===== src/rtl/acc_alu_pkg.sv =====
package acc_alu_pkg;
  localparam int unsigned NFLAG = 5;
  localparam int unsigned FL_CY = 0;
  localparam int unsigned FL_P  = 1;
  localparam int unsigned FL_AC = 2;
  localparam int unsigned FL_Z  = 3;
  localparam int unsigned FL_S  = 4;

  typedef enum logic [4:0] {
    OP_ADD = 5'd0,  OP_ADC = 5'd1,  OP_SUB = 5'd2,  OP_SBB = 5'd3,
    OP_CMP = 5'd4,  OP_AND = 5'd5,  OP_OR  = 5'd6,  OP_XOR = 5'd7,
    OP_RLC = 5'd8,  OP_RRC = 5'd9,  OP_RAL = 5'd10, OP_RAR = 5'd11,
    OP_CMA = 5'd12, OP_CMC = 5'd13, OP_STC = 5'd14, OP_INR = 5'd15,
    OP_DCR = 5'd16
  } alu_op_e;
endpackage


===== src/rtl/alu_addsub.sv =====
module alu_addsub #(
  parameter int unsigned W = 8
) (
  input  logic [W-1:0] a_i,
  input  logic [W-1:0] b_i,
  input  logic         cin_i,
  input  logic         sub_i,
  output logic [W-1:0] res_o,
  output logic         cout_o,
  output logic         half_o
);
  logic [W:0] full;
  logic [4:0] lo;

  // on subtract, cin_i is a borrow and cout_o is the borrow out
  always_comb begin
    if (sub_i) begin
      full = {1'b0, a_i} - {1'b0, b_i} - {{W{1'b0}}, cin_i};
      lo   = {1'b0, a_i[3:0]} - {1'b0, b_i[3:0]} - {4'b0, cin_i};
    end else begin
      full = {1'b0, a_i} + {1'b0, b_i} + {{W{1'b0}}, cin_i};
      lo   = {1'b0, a_i[3:0]} + {1'b0, b_i[3:0]} + {4'b0, cin_i};
    end
  end

  assign res_o  = full[W-1:0];
  assign cout_o = full[W];
  assign half_o = lo[4];
endmodule


===== src/rtl/alu_logic.sv =====
module alu_logic
  import acc_alu_pkg::*;
#(
  parameter int unsigned W = 8
) (
  input  alu_op_e      op_i,
  input  logic [W-1:0] a_i,
  input  logic [W-1:0] b_i,
  input  logic         cy_i,
  output logic [W-1:0] res_o,
  output logic         cy_o
);
  always_comb begin
    res_o = a_i;
    cy_o  = cy_i;
    case (op_i)
      OP_AND: res_o = a_i & b_i;
      OP_OR:  res_o = a_i | b_i;
      OP_XOR: res_o = a_i ^ b_i;
      OP_RLC: begin res_o = {a_i[W-2:0], a_i[W-1]}; cy_o = a_i[W-1]; end
      OP_RRC: begin res_o = {a_i[0], a_i[W-1:1]};   cy_o = a_i[0];   end
      OP_RAL: begin res_o = {a_i[W-2:0], cy_i};     cy_o = a_i[W-1]; end
      OP_RAR: begin res_o = {cy_i, a_i[W-1:1]};     cy_o = a_i[0];   end
      OP_CMA: res_o = ~a_i;
      default: ;
    endcase
  end
endmodule


===== src/rtl/alu_flag_reg.sv =====
module alu_flag_reg #(
  parameter int unsigned NF = 5
) (
  input  logic          clk_i,
  input  logic          rst_ni,
  input  logic [NF-1:0] upd_i,
  input  logic [NF-1:0] nxt_i,
  output logic [NF-1:0] q_o
);
  for (genvar i = 0; i < NF; i++) begin : g_bit
    always_ff @(posedge clk_i or negedge rst_ni) begin
      if (!rst_ni)      q_o[i] <= 1'b0;
      else if (upd_i[i]) q_o[i] <= nxt_i[i];
    end
  end

  p_hold_r13: assert property (@(posedge clk_i) disable iff (!rst_ni)
    (upd_i == '0) |=> (q_o == $past(q_o)));
endmodule


===== src/rtl/acc_alu.sv =====
module acc_alu
  import acc_alu_pkg::*;
#(
  parameter int unsigned DW = 8
) (
  input  logic          clk_i,
  input  logic          rst_ni,
  input  logic          op_valid_i,
  input  logic [4:0]    op_i,
  input  logic [DW-1:0] acc_i,
  input  logic [DW-1:0] opnd_i,
  output logic [DW-1:0] result_o,
  output logic          acc_we_o,
  output logic          opnd_we_o,
  output logic [NFLAG-1:0] flags_o
);
  localparam logic [NFLAG-1:0] ALL_FL = '1;
  localparam logic [NFLAG-1:0] CY_FL  = NFLAG'(1) << FL_CY;

  alu_op_e op;
  assign op = alu_op_e'(op_i);

  logic is_arith, is_cmp, is_sub, use_cy, is_incdec, is_dec;
  logic is_logic, is_rot, is_cma, is_cmc, is_stc;

  always_comb begin
    is_arith = 1'b0; is_cmp = 1'b0; is_sub = 1'b0; use_cy = 1'b0;
    is_incdec = 1'b0; is_dec = 1'b0; is_logic = 1'b0; is_rot = 1'b0;
    is_cma = 1'b0; is_cmc = 1'b0; is_stc = 1'b0;
    case (op)
      OP_ADD: is_arith = 1'b1;
      OP_ADC: begin is_arith = 1'b1; use_cy = 1'b1; end
      OP_SUB: begin is_arith = 1'b1; is_sub = 1'b1; end
      OP_SBB: begin is_arith = 1'b1; is_sub = 1'b1; use_cy = 1'b1; end
      OP_CMP: begin is_arith = 1'b1; is_sub = 1'b1; is_cmp = 1'b1; end
      OP_AND, OP_OR, OP_XOR: is_logic = 1'b1;
      OP_RLC, OP_RRC, OP_RAL, OP_RAR: is_rot = 1'b1;
      OP_CMA: is_cma = 1'b1;
      OP_CMC: is_cmc = 1'b1;
      OP_STC: is_stc = 1'b1;
      OP_INR: is_incdec = 1'b1;
      OP_DCR: begin is_incdec = 1'b1; is_dec = 1'b1; end
      default: ;
    endcase
  end

  logic [DW-1:0] as_a, as_b, as_res, lg_res, res;
  logic          as_cin, as_cout, as_half, lg_cy, cy_q;

  assign cy_q   = flags_o[FL_CY];
  assign as_a   = is_incdec ? opnd_i : acc_i;
  assign as_b   = is_incdec ? '0 : opnd_i;
  assign as_cin = use_cy ? cy_q : is_incdec;

  alu_addsub #(.W(DW)) u_addsub (
    .a_i(as_a), .b_i(as_b), .cin_i(as_cin), .sub_i(is_sub | is_dec),
    .res_o(as_res), .cout_o(as_cout), .half_o(as_half)
  );

  alu_logic #(.W(DW)) u_logic (
    .op_i(op), .a_i(acc_i), .b_i(opnd_i), .cy_i(cy_q),
    .res_o(lg_res), .cy_o(lg_cy)
  );

  assign res = (is_arith | is_incdec) ? as_res : lg_res;

  logic [NFLAG-1:0] fl_nxt, fl_upd, upd_raw;

  always_comb begin
    fl_nxt[FL_S]  = res[DW-1];
    fl_nxt[FL_Z]  = (res == '0);
    fl_nxt[FL_P]  = ~^res;
    fl_nxt[FL_AC] = (is_arith | is_incdec) & as_half;
    if (is_arith)      fl_nxt[FL_CY] = as_cout;
    else if (is_rot)   fl_nxt[FL_CY] = lg_cy;
    else if (is_cmc)   fl_nxt[FL_CY] = ~cy_q;
    else if (is_stc)   fl_nxt[FL_CY] = 1'b1;
    else               fl_nxt[FL_CY] = 1'b0;

    if (is_arith | is_logic)          upd_raw = ALL_FL;
    else if (is_incdec)               upd_raw = ALL_FL & ~CY_FL;
    else if (is_rot | is_cmc | is_stc) upd_raw = CY_FL;
    else                              upd_raw = '0;
  end

  assign fl_upd = op_valid_i ? upd_raw : '0;

  alu_flag_reg #(.NF(NFLAG)) u_flags (
    .clk_i(clk_i), .rst_ni(rst_ni), .upd_i(fl_upd), .nxt_i(fl_nxt), .q_o(flags_o)
  );

  assign result_o  = res;
  assign acc_we_o  = op_valid_i & ((is_arith & ~is_cmp) | is_logic | is_rot | is_cma);
  assign opnd_we_o = op_valid_i & is_incdec;

  p_cmp_nowr_r3: assert property (@(posedge clk_i) disable iff (!rst_ni)
    (op_valid_i && op_i == 5'd4) |-> !acc_we_o);
  p_logic_clr_r4: assert property (@(posedge clk_i) disable iff (!rst_ni)
    (op_valid_i && op_i >= 5'd5 && op_i <= 5'd7) |=> (!flags_o[FL_CY] && !flags_o[FL_AC]));
  p_rot_keep_r7: assert property (@(posedge clk_i) disable iff (!rst_ni)
    (op_valid_i && op_i >= 5'd8 && op_i <= 5'd11) |=> (flags_o[4:1] == $past(flags_o[4:1])));
  p_cma_keep_r8: assert property (@(posedge clk_i) disable iff (!rst_ni)
    (op_valid_i && op_i == 5'd12) |=> $stable(flags_o));
  p_stc_r9: assert property (@(posedge clk_i) disable iff (!rst_ni)
    (op_valid_i && op_i == 5'd14) |=> flags_o[FL_CY]);
  p_cmc_r9: assert property (@(posedge clk_i) disable iff (!rst_ni)
    (op_valid_i && op_i == 5'd13) |=> (flags_o[FL_CY] != $past(flags_o[FL_CY])));
  p_zero_r10: assert property (@(posedge clk_i) disable iff (!rst_ni)
    (op_valid_i && op_i == 5'd0) |=> (flags_o[FL_Z] == ($past(result_o) == '0)));
  p_incdec_cy_r12: assert property (@(posedge clk_i) disable iff (!rst_ni)
    (op_valid_i && (op_i == 5'd15 || op_i == 5'd16)) |=> $stable(flags_o[FL_CY]));
  p_idle_r13: assert property (@(posedge clk_i) disable iff (!rst_ni)
    !op_valid_i |-> (!acc_we_o && !opnd_we_o));
endmodule


===== config.mk =====
export PLATFORM = sky130hd
export DESIGN_NAME = acc_alu
export DESIGN_NICKNAME = d
export VERILOG_FILES = /design/src/rtl/acc_alu_pkg.sv /design/src/rtl/alu_addsub.sv /design/src/rtl/alu_logic.sv /design/src/rtl/alu_flag_reg.sv /design/src/rtl/acc_alu.sv
export SDC_FILE = /design/constraint.sdc
export NUM_CORES = 1
export LEC_CHECK = 0
export ABC_AREA = 1
export BUFFER_PORTS_ARGS = -buffer_cell sky130_fd_sc_hd__clkbuf_2
export CAP_MARGIN = 10
export CORE_ASPECT_RATIO = 0.7
export CORE_MARGIN = 4
export CORE_UTILIZATION = 45
export DETAILED_ROUTE_END_ITERATION = 6
export GPL_ROUTABILITY_DRIVEN = 0
export MAX_ROUTING_LAYER = met4
export PLACE_DENSITY_LB_ADDON = 0.3
export SYNTH_ARGS = -nofsm -noshare
export SYNTH_HDL_FRONTEND = slang
export SYNTH_SLANG_ARGS = --single-unit

===== constraint.sdc =====
create_clock -name clk_i -period 5.5 [get_ports clk_i]
set_clock_uncertainty 0.1 [all_clocks]
set_input_delay 1.1 -clock clk_i [delete_from_list [all_inputs] [get_ports clk_i]]
set_output_delay 1.1 -clock clk_i [all_outputs]
set_load 0.02 [all_outputs]

# Yosys cells after proc, flatten, opt, wreduce, memory -nomap -nowiden
# Index checks and enable logic that the tools add are counted.
# word_totals
input_bits,24
output_inout_bits,15
register_bits,5
elab_cells,87
# classes
n_reduce_logical,12
add_sub_neg,8
muxes,27
n_eq_ne,17
n_bitwise,18
# op_table
cell,count
8-bit case mux with 8 select lines,1
5-bit by 4-bit == test with 1-bit output (second input constant),8
8-bit 2-to-1 mux,3
5-bit by 3-bit == test with 1-bit output (second input constant),4
5-bit 2-to-1 mux,4
1-bit 2-to-1 mux,17
5-bit by 2-bit == test with 1-bit output (second input constant),2
8-bit by 8-bit adder with 9-bit output,1
9-bit by 1-bit adder with 9-bit output,1
9-bit 2-to-1 mux,1
8-bit by 8-bit subtractor with 9-bit output,1
9-bit by 1-bit subtractor with 9-bit output,1
8-bit AND,1
8-bit zero test,1
8-bit inverter,1
1-bit OR,8
8-bit OR,1
2-bit OR reduction,4
8-bit XNOR reduction,1
8-bit bitwise XOR,1
3-bit OR reduction,2
4-bit by 4-bit adder with 5-bit output,1
5-bit by 1-bit adder with 5-bit output,1
5-bit by 1-bit == test with 1-bit output (second input constant),1
11 further kinds,15

# Longest topological paths before layout
# logic_depth
ltp_word,10
depth_mapped,25
mapped_depth_nobuf,24

# Cells and area by module
# From an unflattened synthesis, not the netlist that was laid out.
# unflattened
cells_unflattened,543
hier_area_um2,3042.9
# by_module_without_submodules
module,n_inst,seq_area_each_um2,area_per_inst_um2,cells_each
alu_logic,1,0.0,1046.0,180
alu_addsub,1,0.0,997.2,176
acc_alu,1,0.0,799.5,162
alu_flag_reg,1,125.1,200.2,25

# Least setup slack after synthesis
# No wires, ideal clock.
# synth_timing
path_type,input port to output port
start,input port op_i[0]
end,output port result_o[6]
path_slack_ns,0.593
n_path_buf,1
t_required_ns,4.300
t_arrival_ns,3.707
cell_stages,17
path_cell_list,nor2_2 -> nand3_1 -> nand2_4 -> clkbuf_1 -> o21ai_0 -> fa_1 -> fa_1 -> nand3_1 -> nand2_1 -> nand2_1 -> nand2_1 -> a21oi_1 -> xnor2_1 -> nand2_1 -> nand3_1 -> nand2_1 -> inv_1
# synth_via
elab_chain_cells,8
elab_cells_between_ends,36
cone_classes,add/sub: 4; eq/ne: 14; mux: 11; bitwise: 2; reduce/logical: 5
# synth_rtl
element,line,text
start: declaration,acc_alu.sv:9,"input logic [4:0] op_i,"
5-bit == test / 5-bit by 4-bit == test with 1-bit output (equally long branches),acc_alu.sv:30,case (op)
2-bit OR reduction (no line),--,
1-bit 2-to-1 mux,acc_alu.sv:30,
"8-bit 2-to-1 mux, on equally long branches","acc_alu.sv:51, acc_alu.sv:52",
8-bit by 8-bit adder with 9-bit output / 8-bit by 8-bit subtractor with 9-bit output (equally long branches),"alu_addsub.sv:21, alu_addsub.sv:18",
9-bit by 1-bit adder with 9-bit output / 9-bit by 1-bit subtractor with 9-bit output (equally long branches),"alu_addsub.sv:21, alu_addsub.sv:18",
9-bit 2-to-1 mux,alu_addsub.sv:17,if (sub_i) begin
8-bit 2-to-1 mux *,acc_alu.sv:65,assign res = (is_arith | is_incdec) ? as_res : lg_res;
end: declaration,acc_alu.sv:12,"output logic [DW-1:0] result_o,"
# Every way passes the cells marked *; elsewhere a longest branch is shown, timed or not.

# Worst setup path in the final report
# layout_timing
start,input port op_i[3]
end,output port result_o[6]
# Same word-level chain as after synthesis.

==> run metrics <==
largest net degree at the start of global routing=27; crit-path leading delay family=simple AND/OR/NAND/NOR gates; met1 Track Usage GR=32.8%; Post-CTS Setup Bufs=0; CP Launch Type=input pin; vias in the first global route=2277; Post-Route WL=6.68 mm; core region area=0.00481 mm^2; RSZ-0062 raised after global routing=no; Yosys reg bits=5; Peak Freq=0.194 GHz; crit-path max FO=13; Critical Path Sink=result_o[6]; WS Path Type=input pin to output pin; Max-Cap Viols=0; Die H=67.3 um; crit path buf inv count=5; Pre-antenna DRT Iters=5; initial antenna violation count=0; Rel. slew slack=59.2%; die footprint=0.00624 mm^2; xor/xnor share of the synthesized area=2.71%; DR vias/cell=5.39; Antenna Cells=0; status=completed; I/O pin count=39; Initial DRC Count=257; initial core utilization=47.0%; mux contribution to synthesized area=0%; Period minus WS final=5.16 ns; area post-placement=0.00250 mm^2; clk_lat worst skew=0.22 ns; synthesized cell area=0.00226 mm^2; HP Start=u_flags.q_o[4]; Post-Synth Simple-Gate Area=32.5%; post-DP HPWL=5.45 mm; TritonCTS Buffers=3; grt ovf=0; Area Overhead vs Synth=13.2%; post-synthesis cell type count=43; crit end category=output pin; Worst IR Drop VDD=0.0955 mV; post-synthesis sequential area ratio=5.54%; DR DRC count=0; most frequent cells in the layout=83 x nand2_1, 55 x inv_1, 39 x ha_1; Worst Hold Class=register to register; Design Area, Final=0.00256 mm^2; setup_tns=0 ns; Syn Area/Cell=6.17 um^2; CTS Hold Buffers Added=0; fill cell count=500; root buffer cell=clkbuf_8; gr usage total=22.7%; PortBufs=38; first-pass GRT wire length=11.1 mm; PD cells=169 mW/mm^2; # rows=21; Wirelength per Cell=14.2 um; Synth Area in Compound Gates=20.9%; slowest CP cell=fa_1; Reg-to-Reg End=u_flags.q_o[1]; number of clock sinks=5; Fin. Hold Viols=0; htree depth=1; GR met2 Demand/Resource=35.0%; Worst Tran Pin Value=0.604 ns; Worst path depth=20; layout cells sized above 1=20.3%; CP dominant cell by count=nand2_1; yosys warns=0; CP required=4.30 ns; nets@finish=471; syn_nets=433; number of flip-flops in the largest register=5; grt met3 use=2.23%; Post-Synth Adder-Cell Area=25.1%; Slew Limit Fails=0; largest family of logic cells by synthesized area=simple AND/OR/NAND/NOR gates; Final ANT Viol Nets=0; worst path cell trace=clkbuf_2, nand2_1, inv_2, nand2_2, nand2_2, inv_1, nand2_1, fa_1, fa_1, nand3_1, nand2_1, nand2_1, nand2_1, a21oi_1, xnor2_1, nand2_1, nand3_1, nand2_1, inv_1, clkbuf_2; Post-Synthesis Cells=366; DR vias=2543; commonest non-fill, non-tap cell in the layout=nand2_1; fin crit share=93.9%; clock-pin slew on the worst setup and hold paths=0.04 ns; Hold Path Depth=2; CTS Buffer Depth=2; largest reg by FF count=u_flags.q_o; post-cts sizing count=0; leak pwr=0.00142 uW; Reg-to-Reg Start=u_flags.q_o[0]; TritonCTS clock tree=done; max incr delay on CP=0.44 ns; Top Registers=u_flags.q_o (5); die width=92.7 um; Reg2Reg Depth=17; final setup violation count=0; CP startpoint=op_i[3]; Critical Path AT=3.96 ns; reg2reg setup slack=2.08 ns; most used routing layer=met2
## worst min-delay path by stage
stage and endpoint:
2_1_floorplan u_flags.q_o[0], 3_3_place_gp u_flags.q_o[3], 3_5_place_dp u_flags.q_o[4], 4_1_cts u_flags.q_o[4], 5_1_grt u_flags.q_o[4], 6_report u_flags.q_o[4]
## synth_stat cells
master	instances	area, um^2
o21bai_1	2	15.0
buf_4	2	15.0
o21ai_1	6	30.0
nor3_1	4	20.0
inv_2	13	48.8
nand2_1	83	312
nand3_2	3	30.0
xnor2_1	4	35.0
ha_1	39	488
clkinv_1	1	3.75
a22o_1	1	8.76
o221ai_1	1	8.76
o22ai_1	6	37.5
o211ai_1	4	30.0
o2111ai_1	2	17.5
or2_2	1	6.26
inv_1	55	206
o211ai_2	1	12.5
o21ai_2	2	17.5
buf_6	1	11.3
nor4_2	1	12.5
nand4_1	4	25.0
xor2_1	3	26.3
nand2_2	6	37.5
nand2_4	1	11.3
nor3_2	1	10.0
nand3_1	21	105
a21oi_1	21	105
nor2_4	3	33.8
a22oi_1	3	22.5
o311ai_0	1	8.76
nor2_2	5	31.3
a221oi_1	3	26.3
dfrtp_1	5	125
o21ai_0	21	105
fa_1	4	80.1
nor2_1	25	93.8
clkbuf_1	2	7.51
and2_1	1	6.26
a211oi_1	1	7.51
a31oi_2	1	12.5
buf_2	1	5.00
a21boi_1	1	7.51
## metrics by stage
stage / util [%] / worst slack (ns) / cells / power, uW / hold WS, ns
detailed placement: 51.9 / 0.236 / 467 / 356 / 0.379
floorplan: - / 0.593 / 366 / 275 / 0.431
finish: 53.2 / 0.338 / 472 / 433 / 0.389
CTS: 52.9 / 0.227 / 471 / 430 / 0.389
global route: 53.2 / 0.0697 / 472 / 476 / 0.428
global placement: 51.9 / 0.347 / 467 / 350 / 0.369
## layout make-up
type	count	area [um^2]	share of cell area (%)
well taps	69	86.3	3.38
clock buffers	4	45.0	1.76
multi-input cells	287	1850	72.4
inverters	69	259	10.1
flip-flops and latches	5	125	4.89
repair buffers	38	190	7.44
## worst reg2reg max path: stages (launching register included)
cell and delay, ns:
dfrtp_1 0.45, nand3_1 0.14, nand2_1 0.13, fa_1 0.44, fa_1 0.41, nand3_1 0.08, nand2_1 0.08, nand2_1 0.09
nand2_1 0.05, a21oi_1 0.20, xnor2_1 0.14, nand2_1 0.06, nand3_1 0.07, nand2_1 0.07, ha_1 0.32, xor2_1 0.17
xnor2_1 0.12, o21ai_0 0.20
## metal layers
layer	vias up	share of wire, %
met2	101	41
li1	1276	-
met4	0	1.0
met3	8	7.9
met1	1158	50
met5	-	0
## cells by family after synthesis
kind of cell             Yosys count
XOR/XNOR                           7
buffers and inverters             75
flip-flops                         5
AO/OA/AOI/OAI                     77
adder cells (fa/ha/maj)           43
AND/OR/NAND/NOR                  159
## report_power, final
group	leakage (uW)	internal, uW	switching (uW)
clock	0.0000228	50.1	21.5
combinational	0.00133	113	198
sequential	0.0000659	44.4	6.13
Power figures use the tool's default switching activity.
